[src/rtl/ps2hPkg.sv]
package ps2hPkg;
  localparam int CH_NUM    = 4;
  localparam int BYTE_W    = 8;
  localparam int FRAME_LEN = 11;
  localparam int POS_W     = $clog2(FRAME_LEN + 1);
  localparam int ADDR_W    = 3;

  localparam logic [ADDR_W-1:0] ADDR_DATA = 3'd0;
  localparam logic [ADDR_W-1:0] ADDR_STAT = 3'd1;
  localparam logic [ADDR_W-1:0] ADDR_CTRL = 3'd2;
  localparam logic [ADDR_W-1:0] ADDR_OSIG = 3'd3;
  localparam logic [ADDR_W-1:0] ADDR_IEN  = 3'd4;

  localparam logic [BYTE_W-1:0] OSIG_RST  = 8'h47;
  localparam logic [BYTE_W-1:0] CTRL_MASK = 8'h77;
  localparam logic [BYTE_W-1:0] IEN_MASK  = 8'h93;

  // strobes from control to datapath
  typedef struct packed {
    logic       start;
    logic       shift;
    logic       finish;
    logic [1:0] ch;
  } engStrb_t;

  function automatic logic [2:0] chCode(input logic [1:0] ch);
    case (ch)
      2'd0:    return 3'd1;
      2'd1:    return 3'd2;
      2'd2:    return 3'd4;
      default: return 3'd5;
    endcase
  endfunction

  function automatic logic [CH_NUM-1:0] clkBits(input logic [BYTE_W-1:0] o);
    return {o[7], o[5], o[4], o[3]};
  endfunction

  function automatic logic [CH_NUM-1:0] datBits(input logic [BYTE_W-1:0] o);
    return {o[6], o[2], o[1], o[0]};
  endfunction
endpackage

[src/rtl/ps2hFilter.sv]
module ps2hFilter #(
  parameter int SYNC_STAGES = 2,
  parameter int CNT_W       = 5
) (
  input  logic       clk,
  input  logic       rstN,
  input  logic [2:0] sel,
  input  logic       lineIn,
  output logic       lineOut
);
  logic [SYNC_STAGES-1:0] syncQ;
  logic [CNT_W-1:0]       stableCnt;
  logic [CNT_W-1:0]       lenM1;
  logic                   syncd;

  always_comb begin
    lenM1 = '1;
    if (int'(sel) < CNT_W) lenM1 = CNT_W'((32'd1 << sel) - 32'd1);
  end

  assign syncd = syncQ[SYNC_STAGES-1];

  always_ff @(posedge clk) begin
    if (!rstN) syncQ <= '1;
    else       syncQ <= {syncQ[SYNC_STAGES-2:0], lineIn};
  end

  always_ff @(posedge clk) begin
    if (!rstN) begin
      lineOut   <= 1'b1;
      stableCnt <= '0;
    end else if (syncd == lineOut) begin
      stableCnt <= '0;
    end else if (stableCnt >= lenM1) begin
      lineOut   <= syncd;
      stableCnt <= '0;
    end else begin
      stableCnt <= stableCnt + 1'b1;
    end
  end
endmodule

[src/rtl/ps2hCtrl.sv]
module ps2hCtrl
  import ps2hPkg::*;
(
  input  logic              clk,
  input  logic              rstN,
  input  logic              engRst,
  input  logic [CH_NUM-1:0] fClk,
  input  logic [CH_NUM-1:0] chEn,
  output engStrb_t          strb,
  output logic              busy
);
  typedef enum logic [1:0] {ST_IDLE, ST_SHIFT, ST_DONE} engSt_t;

  engSt_t            state;
  logic [POS_W-1:0]  pos;
  logic [1:0]        actCh;
  logic [CH_NUM-1:0] fClkQ;
  logic [CH_NUM-1:0] fallVec;
  logic [CH_NUM-1:0] startVec;
  logic [1:0]        pickCh;
  logic              pickHit;
  logic              actFall;

  assign fallVec  = fClkQ & ~fClk;
  assign startVec = fallVec & chEn;
  assign pickHit  = |startVec;
  assign actFall  = fallVec[actCh];

  always_comb begin
    pickCh = '0;
    for (int i = CH_NUM - 1; i >= 0; i--)
      if (startVec[i]) pickCh = 2'(i);
  end

  always_comb begin
    strb.ch     = (state == ST_IDLE) ? pickCh : actCh;
    strb.start  = !engRst && state == ST_IDLE && pickHit;
    strb.shift  = !engRst && state == ST_SHIFT && actFall && pos < POS_W'(FRAME_LEN - 1);
    strb.finish = !engRst && state == ST_SHIFT && actFall && pos == POS_W'(FRAME_LEN - 1);
  end

  assign busy = state != ST_IDLE;

  always_ff @(posedge clk) begin
    if (!rstN) fClkQ <= '1;
    else       fClkQ <= fClk;
  end

  always_ff @(posedge clk) begin
    if (!rstN || engRst) begin
      state <= ST_IDLE;
      pos   <= '0;
      actCh <= '0;
    end else if (strb.start) begin
      state <= ST_SHIFT;
      pos   <= POS_W'(1);
      actCh <= pickCh;
    end else if (strb.shift) begin
      pos <= pos + 1'b1;
    end else if (strb.finish) begin
      state <= ST_DONE;
    end
  end
endmodule

[src/rtl/ps2hDatapath.sv]
module ps2hDatapath
  import ps2hPkg::*;
(
  input  logic              clk,
  input  logic              rstN,
  input  logic              regWr,
  input  logic [ADDR_W-1:0] regAddr,
  input  logic [BYTE_W-1:0] regWdata,
  output logic [BYTE_W-1:0] regRdata,
  input  engStrb_t          strb,
  input  logic              busy,
  input  logic              sampDat,
  output logic              engRst,
  output logic [CH_NUM-1:0] chEn,
  output logic [2:0]        dbSel,
  output logic [CH_NUM-1:0] clkOe,
  output logic [CH_NUM-1:0] datOe,
  output logic              pullUpEn,
  output logic              irq,
  output logic [BYTE_W-1:0] statOut,
  output logic [BYTE_W-1:0] osigOut,
  output logic [BYTE_W-1:0] ctrlOut,
  output logic [BYTE_W-1:0] ienOut
);
  logic [BYTE_W-1:0] dataReg, ctrlReg, osigReg, ienReg;
  logic [BYTE_W:0]   shifter;
  logic              sot, eot, perr, ferr, txOut, xmt, txOwn;
  logic [2:0]        achCode;
  logic [CH_NUM-1:0] datOvr;

  assign xmt      = ctrlReg[1];
  assign engRst   = ~ctrlReg[0] | ~|clkBits(osigReg);
  assign chEn     = clkBits(osigReg);
  assign datOvr   = datBits(osigReg);
  assign dbSel    = ctrlReg[6:4];
  assign pullUpEn = ctrlReg[2];
  assign clkOe    = ~chEn;
  assign txOwn    = xmt & busy & ~engRst;
  assign irq      = (sot & ienReg[0]) | (eot & ienReg[1]);
  assign statOut  = {1'b0, achCode, ferr, perr, eot, sot};
  assign osigOut  = osigReg;
  assign ctrlOut  = ctrlReg;
  assign ienOut   = ienReg;

  for (genvar i = 0; i < CH_NUM; i++) begin : g_datOe
    assign datOe[i] = (txOwn && strb.ch == 2'(i)) ? ~txOut : ~datOvr[i];
  end

  always_comb begin
    case (regAddr)
      ADDR_DATA: regRdata = dataReg;
      ADDR_STAT: regRdata = statOut;
      ADDR_CTRL: regRdata = ctrlReg;
      ADDR_OSIG: regRdata = osigReg;
      ADDR_IEN:  regRdata = ienReg;
      default:   regRdata = '0;
    endcase
  end

  always_ff @(posedge clk) begin
    if (!rstN) begin
      dataReg <= '0;
      ctrlReg <= '0;
      osigReg <= OSIG_RST;
      ienReg  <= '0;
      shifter <= '0;
      txOut   <= 1'b1;
      sot     <= 1'b0;
      eot     <= 1'b0;
      perr    <= 1'b0;
      ferr    <= 1'b0;
      achCode <= '0;
    end else begin
      if (regWr) begin
        case (regAddr)
          ADDR_DATA: dataReg <= regWdata;
          ADDR_CTRL: ctrlReg <= regWdata & CTRL_MASK;
          ADDR_OSIG: osigReg <= regWdata;
          ADDR_IEN:  ienReg  <= regWdata & IEN_MASK;
          default: ;
        endcase
      end
      if (engRst) begin
        sot     <= 1'b0;
        eot     <= 1'b0;
        perr    <= 1'b0;
        ferr    <= 1'b0;
        achCode <= '0;
        txOut   <= 1'b1;
      end else if (strb.start) begin
        sot     <= 1'b1;
        achCode <= chCode(strb.ch);
        if (xmt) begin
          txOut   <= dataReg[0];
          shifter <= {1'b1, ~^dataReg, dataReg[BYTE_W-1:1]};
        end else if (sampDat) begin
          ferr <= 1'b1;
        end
      end else if (strb.shift) begin
        if (xmt) begin
          txOut   <= shifter[0];
          shifter <= {1'b1, shifter[BYTE_W:1]};
        end else begin
          shifter <= {sampDat, shifter[BYTE_W:1]};
        end
      end else if (strb.finish) begin
        eot <= 1'b1;
        if (xmt) begin
          if (sampDat) ferr <= 1'b1;
        end else begin
          dataReg <= shifter[BYTE_W-1:0];
          if (~^shifter) perr <= 1'b1;
          if (!sampDat)  ferr <= 1'b1;
        end
      end
    end
  end
endmodule

[src/rtl/ps2Host.sv]
module ps2Host
  import ps2hPkg::*;
#(
  parameter int SYNC_STAGES = 2,
  parameter int FLT_CNT_W   = 5
) (
  input  logic        clk,
  input  logic        rstN,
  input  logic        regWr,
  input  logic [2:0]  regAddr,
  input  logic [7:0]  regWdata,
  output logic [7:0]  regRdata,
  input  logic [3:0]  ps2ClkIn,
  input  logic [3:0]  ps2DatIn,
  output logic [3:0]  ps2ClkOe,
  output logic [3:0]  ps2DatOe,
  output logic        pullUpEn,
  output logic        irq
);
  engStrb_t          strb;
  logic              busy, engRst;
  logic [CH_NUM-1:0] fClk, fDat, chEn;
  logic [2:0]        dbSel;
  logic [BYTE_W-1:0] statVec, osigVec, ctrlVec, ienVec;

  for (genvar i = 0; i < CH_NUM; i++) begin : g_flt
    ps2hFilter #(.SYNC_STAGES(SYNC_STAGES), .CNT_W(FLT_CNT_W)) u_fltClk (
      .clk(clk), .rstN(rstN), .sel(dbSel), .lineIn(ps2ClkIn[i]), .lineOut(fClk[i]));
    ps2hFilter #(.SYNC_STAGES(SYNC_STAGES), .CNT_W(FLT_CNT_W)) u_fltDat (
      .clk(clk), .rstN(rstN), .sel(dbSel), .lineIn(ps2DatIn[i]), .lineOut(fDat[i]));
  end

  ps2hCtrl u_ctrl (
    .clk(clk), .rstN(rstN), .engRst(engRst), .fClk(fClk), .chEn(chEn),
    .strb(strb), .busy(busy));

  ps2hDatapath u_dp (
    .clk(clk), .rstN(rstN), .regWr(regWr), .regAddr(regAddr), .regWdata(regWdata),
    .regRdata(regRdata), .strb(strb), .busy(busy), .sampDat(fDat[strb.ch]),
    .engRst(engRst), .chEn(chEn), .dbSel(dbSel), .clkOe(ps2ClkOe), .datOe(ps2DatOe),
    .pullUpEn(pullUpEn), .irq(irq), .statOut(statVec), .osigOut(osigVec),
    .ctrlOut(ctrlVec), .ienOut(ienVec));
endmodule

[config.mk]
export PLATFORM = sky130hd
export DESIGN_NAME = ps2Host
export DESIGN_NICKNAME = d
export VERILOG_FILES = /design/src/rtl/ps2hPkg.sv /design/src/rtl/ps2hFilter.sv /design/src/rtl/ps2hCtrl.sv /design/src/rtl/ps2hDatapath.sv /design/src/rtl/ps2Host.sv
export SDC_FILE = /design/constraint.sdc
export NUM_CORES = 1
export LEC_CHECK = 0
export BUFFER_PORTS_ARGS = -buffer_cell sky130_fd_sc_hd__buf_2
export CAP_MARGIN = 20
export CORE_MARGIN = 3
export CORE_UTILIZATION = 45
export CTS_CLUSTER_SIZE = 40
export DETAILED_ROUTE_END_ITERATION = 7
export GPL_TIMING_DRIVEN = 1
export PLACE_DENSITY = 0.71
export SYNTH_ARGS = -nofsm -noshare
export SYNTH_HDL_FRONTEND = slang
export SYNTH_SLANG_ARGS = --single-unit
[constraint.sdc]
create_clock -name clk -period 4.3 [get_ports clk]
set_input_delay 0.86 -clock clk [delete_from_list [all_inputs] [get_ports clk]]
set_output_delay 0.86 -clock clk [all_outputs]
set_load 0.005 [all_outputs]
### After elaboration in Yosys (flattened, before gate mapping)

Cells that the tools add are included.

* muxes and demuxes: 43
* equal/unequal tests: 21
* bitwise logic cells: 29
* reductions and logical operators: 52
* $add $sub $neg: 10
* magnitude comparators: 12
* shift-type cells: 1

Operators by type and width (number)
* 8-bit 2-to-1 mux: 7
* 5-bit by 1-bit adder with 5-bit output (second input constant): 8
* 5-bit >= comparator: 8
* 8-bit case mux with 5 select lines: 1
* 9-bit 2-to-1 mux: 4
* 2-bit AND reduction: 14
* 3-bit OR reduction: 8
* 1-bit 2-to-1 mux: 22
* 1-bit NOT: 19
* 1-bit logical AND: 10
* 2-bit 2-to-1 mux: 5
* 3-bit case mux with 3 select lines: 1
* 9-bit XNOR reduction: 1
* 4-bit bitwise AND: 2
* 1-bit == test: 8
* 4-bit NOT: 2
* 4-bit OR reduction: 2
* 8-bit XNOR reduction: 1
* 3-bit by 2-bit == test with 1-bit output (second input constant): 2
* 2-bit by 3-bit < comparator with 1-bit output (second input constant): 2
* 3-bit AND reduction: 2
* 2-bit nonzero test: 3
* 5-bit 2-to-1 mux: 1
* 5-bit AND reduction: 1
* 22 further kinds: 34

* input port bits: 22
* register bits after elaboration: 119
* word-level logic and storage cells: 209

### Longest topological paths before layout

Gate-level depths: netlist of the first run.

* depth after elaboration: 15
* depth in mapped cells: 13

### Cells and area by module

A second synthesis of the first run with hierarchy kept.

* cells, all modules: 746
* area total of the unflattened synthesis: 6744.0 um2

By module, submodules not included
* ps2hDatapath: cells each 288, times used 1, area each 2551.2 um2
* ps2hFilter at g_flt[0].u_fltClk ...: cells each 46, times used 4, area each 436.7 um2
* ps2hFilter at g_flt[1].u_fltDat ...: cells each 46, times used 3, area each 417.9 um2
* ps2hCtrl: cells each 80, times used 1, area each 684.4 um2
* ps2hFilter at g_flt[3].u_fltDat: cells each 55, times used 1, area each 485.5 um2
* ps2Host: cells each 1, times used 1, area each 22.5 um2

### Least setup slack after synthesis of the first run

No wires, ideal clock.

* path kind: register to register
* from: register u_dp.ctrlReg[6], in the netlist u_dp.ctrlOut[6]
* to: register g_flt[1].u_fltClk.stableCnt[2]
* library setup time: 0.130 ns
* buffers on the path: 2
* slack: 1.199 ns
* data arrival time: 2.971 ns
* period minus slack after synthesis: 3.101 ns
* stages on the path, launching flop included: 12
* cell sequence: dfxtp_1 -> clkbuf_1 -> clkbuf_1 -> or3_1 -> ha_1 -> a21boi_0 -> ha_1 -> a21o_1 -> a21oi_1 -> maj3_1 -> o2111ai_1 -> nor2_1

* cells in the longest elaborated chain, start to end: 5
* elaborated cells between the ends (all ways): 6
* classes of those cells: 1 x add/sub; 2 x order compare; 1 x shift; 1 x mux; 1 x reduce/logical

Ends and longest elaborated chain
* start, declared: line ps2hDatapath.sv:25 `logic [BYTE_W-1:0] dataReg, ctrlReg, osigReg, ienReg;`
* start signal, assigned: line ps2hDatapath.sv:77 `ADDR_CTRL: ctrlReg <= regWdata & CTRL_MASK;`
* 1-bit by 3-bit << shifter with 5-bit output: line ps2hFilter.sv:18 `if (int'(sel) < CNT_W) lenM1 = CNT_W'((32'd1 << sel) - 32'd1);`
* 5-bit by 1-bit subtractor with 5-bit output: line ps2hFilter.sv:18
* 5-bit 2-to-1 mux (*): line ps2hFilter.sv:18
* 5-bit >= comparator (*): line ps2hFilter.sv:34 `end else if (stableCnt >= lenM1) begin`
* 3-bit OR reduction (no line) (*)
* end signal, assigned: line ps2hFilter.sv:38 `stableCnt <= stableCnt + 1'b1;`
* end, declared: line ps2hFilter.sv:12 `logic [CNT_W-1:0] stableCnt;`

Every way passes the cells marked *; elsewhere a longest branch is shown, timed or not.
A chain may end at the register's enable or synchronous reset.

### Final worst setup path of the first run

* from: register u_dp.osigReg[7], in the netlist u_dp.osigOut[7]
* to: output port ps2DatOe[1]

* cells in the longest elaborated chain, start to end: 9
* elaborated cells between the ends (all ways): 14
* classes of those cells: 1 x eq/ne; 6 x mux; 4 x bitwise; 3 x reduce/logical

Ends and longest elaborated chain
* start, declared: line ps2hDatapath.sv:25
* start signal, assigned: line ps2hDatapath.sv:78 `ADDR_OSIG: osigReg <= regWdata;`
* 4-bit bitwise AND: line ps2hCtrl.sv:25 `assign startVec = fallVec & chEn;`
* 2-bit 2-to-1 mux (4 in series): line ps2hCtrl.sv:32 `if (startVec[i]) pickCh = 2'(i);`
* 2-bit 2-to-1 mux: line ps2hCtrl.sv:36 `strb.ch = (state == ST_IDLE) ? pickCh : actCh;`
* 2-bit by 1-bit == test with 1-bit output: line ps2hDatapath.sv:46 `assign datOe[i] = (txOwn && strb.ch == 2'(i)) ? ~txOut : ~datOvr[i];`
* 1-bit logical AND (*): line ps2hDatapath.sv:46
* 1-bit 2-to-1 mux (*): line ps2hDatapath.sv:46
* end, declared: line ps2Host.sv:16 `output logic [3:0] ps2DatOe,`

Marked as above.

==> run summary, run 1 <==
The flow ran to the end, and the final reports show no timing, DRC or antenna violations. Setup repair after global routing left no endpoint under its margin. Input and output buffers added on the ports amount to 39.

The first-pass GRT wire length is 23.2 mm. For the worst setup path, the data arrival time is 2.89 ns. In the final routed layout, each cell accounts on average for 15.6 um. The total area inside the core boundary comes to 12,900 sq um. Post-synthesis net count: 734. Before antenna repair, the detailed router went through 7 iterations. For this block, the initial DRC count from the detailed router was 365. For this design the ratio of total power to cell area is 409 nW/um^2. For the via count of the first global-routing pass, the log shows 4,741.

The vias per cell is 5.40. After clock tree synthesis, the repair step resized 0 gates. The die outline height came out at 122 um.

The number of CTS-inserted buffers was 17. The accumulated negative setup slack is 0 ns. The HPWL after detailed placement is 10.2 mm.

The number of levels the H-tree was split into came out at 4. The type of destination of the critical path is an output port. Commonest register cell after synthesis: dfxtp_1. Entering global routing, the biggest net connects 41 pins.

After layout, the minimum clock period comes to 3.75 ns. For the antenna diode count, the log shows 0. TritonCTS built the clock tree. Before CTS, the worst setup slack after placement is 0.970 ns. In the final design database the tool counted 771 nets. Synthesis instantiated 62 different standard cells from the library.

For this design the top-level I/O count stands at 40. For this run the aggregate overflow at the end of global routing stands at 0. The tools report the total number of clock tree sinks as 119. Static timing analysis puts the maximum clock frequency at 267 MHz.

The largest voltage drop on the vdd net is 0.333 mV, and the placed instance area is 6420 sq um. The buffer count from post-CTS setup fixing was 0. Effective utilization at floorplan: 0.471. The total count of max-transition violations in the final report is 0, and the maximum count of clock buffers along a single path is 2. Walking the worst path, the cells encountered are nand3b_1 > a2111oi_1 > nand2b_1 > inv_1 > ha_1 > nand2_1 > mux2i_1 > buf_2. The number of enable-type register cells in the synthesized netlist was 0. The tightest min-delay check is of the reg -> reg type.

Fill cells in the final layout number 1,187. The die covers 15,000 sq um. For the worst-skew pair, the clock arrives at the later sink with an insertion delay of 0.42 ns.

Hold repair after CTS inserted 0 buffers. For the sequential-to-total area share from yosys stat, the log shows 0.391. Summing all non-filler instances in the final layout gives an area of 7040 sq um.

For this run, the slowest stage of the critical path takes 0.64 ns. Clock tree synthesis selected as its root buffer the cell clkbuf_16. After synthesis the cells add up to 6090 sq um. The tools report the total vias in the final route as 4,824. The run gives 0.461 as the relative slew slack. The worst-case clock skew is 0.0135 ns. After detailed routing, the total wire length is 13.9 mm. The highest fanout seen on the critical path works out to 6. The post-route clock period utilization came out at 0.872.

The run gives 0.198 as the global-route usage over all layers. The max-capacitance violation count was 0; the flip-flop and latch count after synthesis was 119. The die span in x is 122 um, and the setup-violating endpoint count in the final report is 0. The post-layout utilization of the core is 0.544, and the ratio of cells with drive above 1 in the final layout is 0.130.

The share of flip-flops with an asynchronous set or reset after synthesis was 0. After detailed routing, the number of remaining DRC violations is 0. Once routing completed, OpenROAD measured the worst setup slack at 0.548 ns. The critical path required time is 3.44 ns. The launching element type of the critical path was a flop. The yosys synthesis warning count came out at 0. The detail route stage leaves a number of antenna-violating nets equal to 0. After floorplanning, the core was divided into 41 placement rows. Final count of hold timing violations: 0.

The slowest stage of the critical path belongs to the cell a2111oi_1. Summed over all cells, the static leakage comes to 2.84 nW. The slew at the pin closest to its max-slew limit is 0.809 ns. Broken down by cell family, the worst path's largest delay share belongs to compound AO/OA/AOI/OAI gates. The routability congestion estimate is 0.887, and the post-synthesis average cell area is 9.08 sq um.

The type of the worst setup path is reg -> out. The CTS clock-pin slew for the worst setup and hold paths works out to 0.05 ns. The worst hold slack across all endpoints was 0.405 ns.

The synthesis-to-layout area growth is 15.5%, and the post-synthesis instance total is 671. The initial antenna violation count was 0. The total buffers and inverters traversed by the critical path was 2.
-- state kept, by name, indices dropped and copies added, names as in the netlist --
| signal | cells |
|---|---|
| u_dp.perr | 1 |
| g_flt.u_fltClk.lineOut | 4 |
| u_ctrl.pos | 4 |
| u_dp.txOut | 1 |
| u_dp.shifter | 9 |
| g_flt.u_fltDat.stableCnt | 20 |
| u_ctrl.actCh | 2 |
| u_dp.osigOut | 8 |
| g_flt.u_fltDat.syncQ | 8 |
| u_dp.ienOut | 4 |
| u_dp.ferr | 1 |
| u_ctrl.state | 2 |
| u_dp.ctrlOut | 6 |
| u_dp.achCode | 3 |
| g_flt.u_fltClk.syncQ | 8 |
| u_ctrl.fClkQ | 4 |
| u_dp.eot | 1 |
| u_dp.sot | 1 |
| g_flt.u_fltClk.stableCnt | 20 |
| g_flt.u_fltDat.lineOut | 4 |
| u_dp.dataReg | 8 |
-- layout make-up --
cell class                 count  area (sq um)  share of cell area
multi-input combinational    486          3440               0.489
sequential                   119          2380               0.338
clock buffer                  19           443              0.0629
timing repair buffer          43           225              0.0320
tap                          172           215              0.0306
clock inverter                13           178              0.0252
inverter                      41           154              0.0219
-- final timing paths --
| path | start | end | slack (ns) | depth (start not counted) |
|---|---|---|---|---|
| min | g_flt[2].u_fltDat.syncQ[0] | g_flt[2].u_fltDat.syncQ[1] | 0.40 | 1 |
| max | u_dp.osigOut[7] | ps2DatOe[1] | 0.55 | 8 |
| max reg2reg | u_dp.ctrlOut[4] | g_flt[1].u_fltClk.stableCnt[2] | 1.15 | 10 |
| min reg2reg | g_flt[2].u_fltDat.syncQ[0] | g_flt[2].u_fltDat.syncQ[1] | 0.40 | 1 |
-- cells by family (layout without fill, tap and decap cells) --
kind of cell / count (synthesis) / count (layout) / synth area share
simple gates: 244 / 244 / 0.192
flops: 119 / 119 / 0.391
compound gates: 114 / 114 / 0.146
buf+inv: 66 / 116 / 0.0444
fa+ha+maj: 49 / 49 / 0.0973
xor+xnor: 48 / 48 / 0.0690
mux: 31 / 31 / 0.0600
-- synth_stat cells, drive strengths merged, types with 2 or more instances --
cell | number | area, sq um
or3 | 2 | 12.5
mux2i | 23 | 230
a21oi | 11 | 55.1
and2 | 2 | 12.5
a22oi | 6 | 45.0
a21o | 9 | 67.6
dfxtp | 119 | 2380
o211a | 9 | 90.1
a41oi | 3 | 33.8
o21ai | 7 | 35.0
nand3 | 21 | 105
o211ai | 16 | 120
a211o | 2 | 17.5
nor2b | 10 | 62.6
and3 | 3 | 18.8
buf | 6 | 45.0
nor2 | 83 | 314
xnor2 | 29 | 254
clkbuf | 19 | 71.3
nand2 | 66 | 248
mux2 | 4 | 45.0
o21a | 12 | 90.1
a311oi | 8 | 76.3
o2111ai | 8 | 70.1
mux4 | 4 | 90.1
inv | 41 | 154
nor3 | 8 | 61.3
or2 | 3 | 18.8
o22ai | 4 | 25.0
and3b | 2 | 17.5
a21boi | 5 | 37.5
nand3b | 8 | 63.8
xor2 | 19 | 166
maj3 | 8 | 80.1
nand2b | 33 | 206
ha | 41 | 513
o221a | 2 | 22.5
a211oi | 2 | 15.0
-- report_power, final --
part           internal [mW]  leakage, nW  total (mW)  switching [mW]
Clock                  0.981        0.303        1.48           0.502
Sequential              1.13        0.966        1.17          0.0313
Combinational          0.109         1.57       0.232           0.123
-- layer usage --
metal | part of all wire | global-route usage | vias up
li1 | - | - | 2402
met1 | 0.46 | 0.256 | 2274
met2 | 0.47 | 0.320 | 120
met3 | 0.049 | 0.0461 | 28
met4 | 0.021 | 0.0798 | 0
met5 | 0 | 0 | -
-- per-stage QoR --
stage | instances | total power [mW]
global placement | 861 | 1.41
CTS | 893 | 2.91
global route | 893 | 3.00
detailed placement | 861 | 1.42
finish | 893 | 2.88
floorplan | 671 | 1.35
-- placed cells by master (no fill, tap or decap), drive strengths merged, types with 7 or more instances in the layout --
master	instances
o211a	9
mux2i	23
a21oi	11
xor2	19
inv	42
nor3	8
o21ai	7
ha	41
o21a	12
a21o	9
nand3b	8
dfxtp	119
o2111ai	8
clkbuf	19
nand3	21
buf	43
maj3	8
o211ai	16
nor2	83
nor2b	10
nand2	66
nand2b	33
xnor2	29
a311oi	8
Note: power is estimated with default switching activity, not from simulation.
==> run 2: changes to the inputs <==
SYNTH_HIERARCHICAL = 1   (was not set)
==> run summary, run 2 <==
For the post-synthesis instance total, the log shows 729. After floorplanning, the core was divided into 43 placement rows. The run gives 4 as the number of levels the H-tree was split into. Buffers placed on the I/O ports in this run total 39. The post-layout utilization of the core is 0.534, and the number of DRC violations after detailed-routing iteration 0 is 292. The worst path in the final design needs a cycle of 3.48 ns, including I/O delays and setup. Buffer count from post-CTS setup fixing: 0. The detailed-route DRC error count came out at 0. The number of nets with antenna violations after detailed routing is 0, and the die span in x is 127 um. The number of antenna diodes in the final layout is 0. A synthesized cell averages 9.08 sq um. Number of CTS-inserted buffers: 17. Setup repair after global routing left no endpoint under its margin. The post-synth design cell area was 6620 sq um; the largest voltage drop on the vdd net was 0.291 mV. The internal power of the cells totals 2.06 mW.

TritonCTS built the clock tree. The logs give 0.42 ns for the clock insertion delay at the later pin of the skew report and 16,200 sq um for the die footprint. Setup violations remaining at the end of the flow were counted as 0. The effective utilization at floorplan is 0.468. In the layout the commonest cells are dfxtp_1 (119), nand2_1 (79), ha_1 (57), nor2_1 (49), o21ai_0 (40). The final count of hold timing violations was 0; the overall overflow remaining after global route was 0. Across all layers, the routed design uses 5,148 vias. The run gives 651 uW as the switching component of the power. Ratio of cells with drive above 1 in the final layout: 0.191. The leakage component of the power is 3.03 nW, and the detailed-placement wirelength estimate is 10.0 mm. The post-cts sizing count was 0. Hold repair after CTS inserted 0 buffers. The min-delay analysis places its worst path in the category reg -> reg. From synthesis to final layout, the design area changed by 14.1%. For the iteration count of the initial detailed-routing pass, the log shows 5.

STA classifies the critical path endpoint as an output port. The flow ran to the end, and the final reports show no timing, DRC or antenna violations. The post-route clock period utilization works out to 0.809. The run gives 1,300 as the count of filler cells inserted in the layout.

The tools report the global-route usage over all layers as 0.181. After the last flow step, the layout net total stands at 853. For the combinational fraction of design power, the log shows 0.061. The worst hold slack across all endpoints is 0.404 ns, and the maximum count of clock buffers along a single path is 2. The worst-case clock skew was 0.00696 ns; the maximum number of pins on one net before global-route repair was 39.

The max-capacitance violation count was 0; the power density over the cells was 358 nW/um^2. The region available for standard cell placement spans 14,100 sq um. The most common cell after layout, fill and taps aside was dfxtp_1. In the final layout, the registers with the most flip-flops are g_flt.u_fltClk/stableCnt: 20 flops, g_flt.u_fltDat/stableCnt: 20 flops, u_dp/shifter: 9 flops. Clock tree synthesis selected as its root buffer the cell clkbuf_16.

Data arrival time at the worst-slack endpoint: 2.62 ns. The clock drives 119 sinks. The total count of max-transition violations in the final report is 0.

The slew at the pin closest to its max-slew limit is 0.725 ns, and the critical path required time is 3.44 ns. When the netlist entered floorplanning its net count stood at 808. The initial antenna violation count is 0. The type of the worst setup path was reg -> out. STA classifies the critical path startpoint as a flop. The final layout contains routed wiring with a total length of 14.1 mm.

At the end of routability-driven placement, the weighted congestion stood at 0.879. The minimum setup slack in the final design was 0.820 ns; the vias per cell was 5.32. Portion of total power attributed to the clock network: 0.514. The die is 127 um tall.

The first global-routing pass estimated 23.5 mm of wire. Via count of the first global-routing pass: 4,875. Along the worst path, the maximum fanout reaches 6. After clock tree synthesis, the clock-pin slew on the worst setup and hold paths is 0.06 ns. The share of total power in sequential cells came out at 0.424.

Summing internal, switching and leakage power gives 2.71 mW. The accumulated negative setup slack is 0 ns, and the pre-CTS setup slack is 1.27 ns. The relative slew slack came out at 0.516.

The per-cell routed wire length is 14.6 um, and the highest attainable clock frequency is 287 MHz. The yosys synthesis warning count came out at 6. The fraction of power spent switching nets came out at 0.241. The tools report the top-level port count as 40.
-- run 2: routing by layer --
metal / track usage / share of wire
met1: 0.239 / 0.47
met2: 0.286 / 0.46
met3: 0.0514 / 0.050
met4: 0.0606 / 0.015
met5: 0 / 0
-- run 2: layout make-up --
type                       count  area, sq um  share of cell area
clock buffer                  17          425              0.0563
clock inverter                15          153              0.0202
inverter                      36          140              0.0185
multi-input combinational    555         3990               0.528
sequential                   119         2380               0.315
tap                          180          225              0.0298
timing repair buffer          45          240              0.0318
-- run 2: through the flow --
step,cell area [sq um],cells
after CTS,7550,967
after detailed placement,6980,935
after floorplan,6620,729
after global placement,6980,935
final,7550,967
after global routing,7550,967
-- run 2: power by group through the flow --
stage               registers [mW]  logic, mW  clock network (mW)
global route                  1.15      0.188                1.47
CTS                           1.15      0.167                1.42
floorplan                     1.16      0.122                   0
detailed placement            1.17      0.166                   0
global placement              1.17      0.164                   0
finish                        1.15      0.166                1.39
-- run 2: final timing paths --
| kind | startpoint | end | cells after the start | slack (ns) |
|---|---|---|---|---|
| worst min register to register | g_flt[2].u_fltClk/syncQ[0] | g_flt[2].u_fltClk/syncQ[1] | 1 | 0.40 |
| worst max register to register | u_ctrl/state[1] | u_dp/shifter[7] | 9 | 1.67 |
| worst max-delay path | g_flt[0].u_fltClk/lineOut | ps2DatOe[1] | 8 | 0.82 |
| worst min-delay path | g_flt[2].u_fltClk/syncQ[0] | g_flt[2].u_fltClk/syncQ[1] | 1 | 0.40 |
-- run 2: worst max-delay path: stages, from the launching register on --
cell and delay, ns:
dfxtp_1 0.40, nand3b_1 0.18, nand2_1 0.10, o31ai_1 0.58, inv_1 0.19, ha_1 0.23
nand2_1 0.07, mux2i_1 0.29, buf_2 0.17
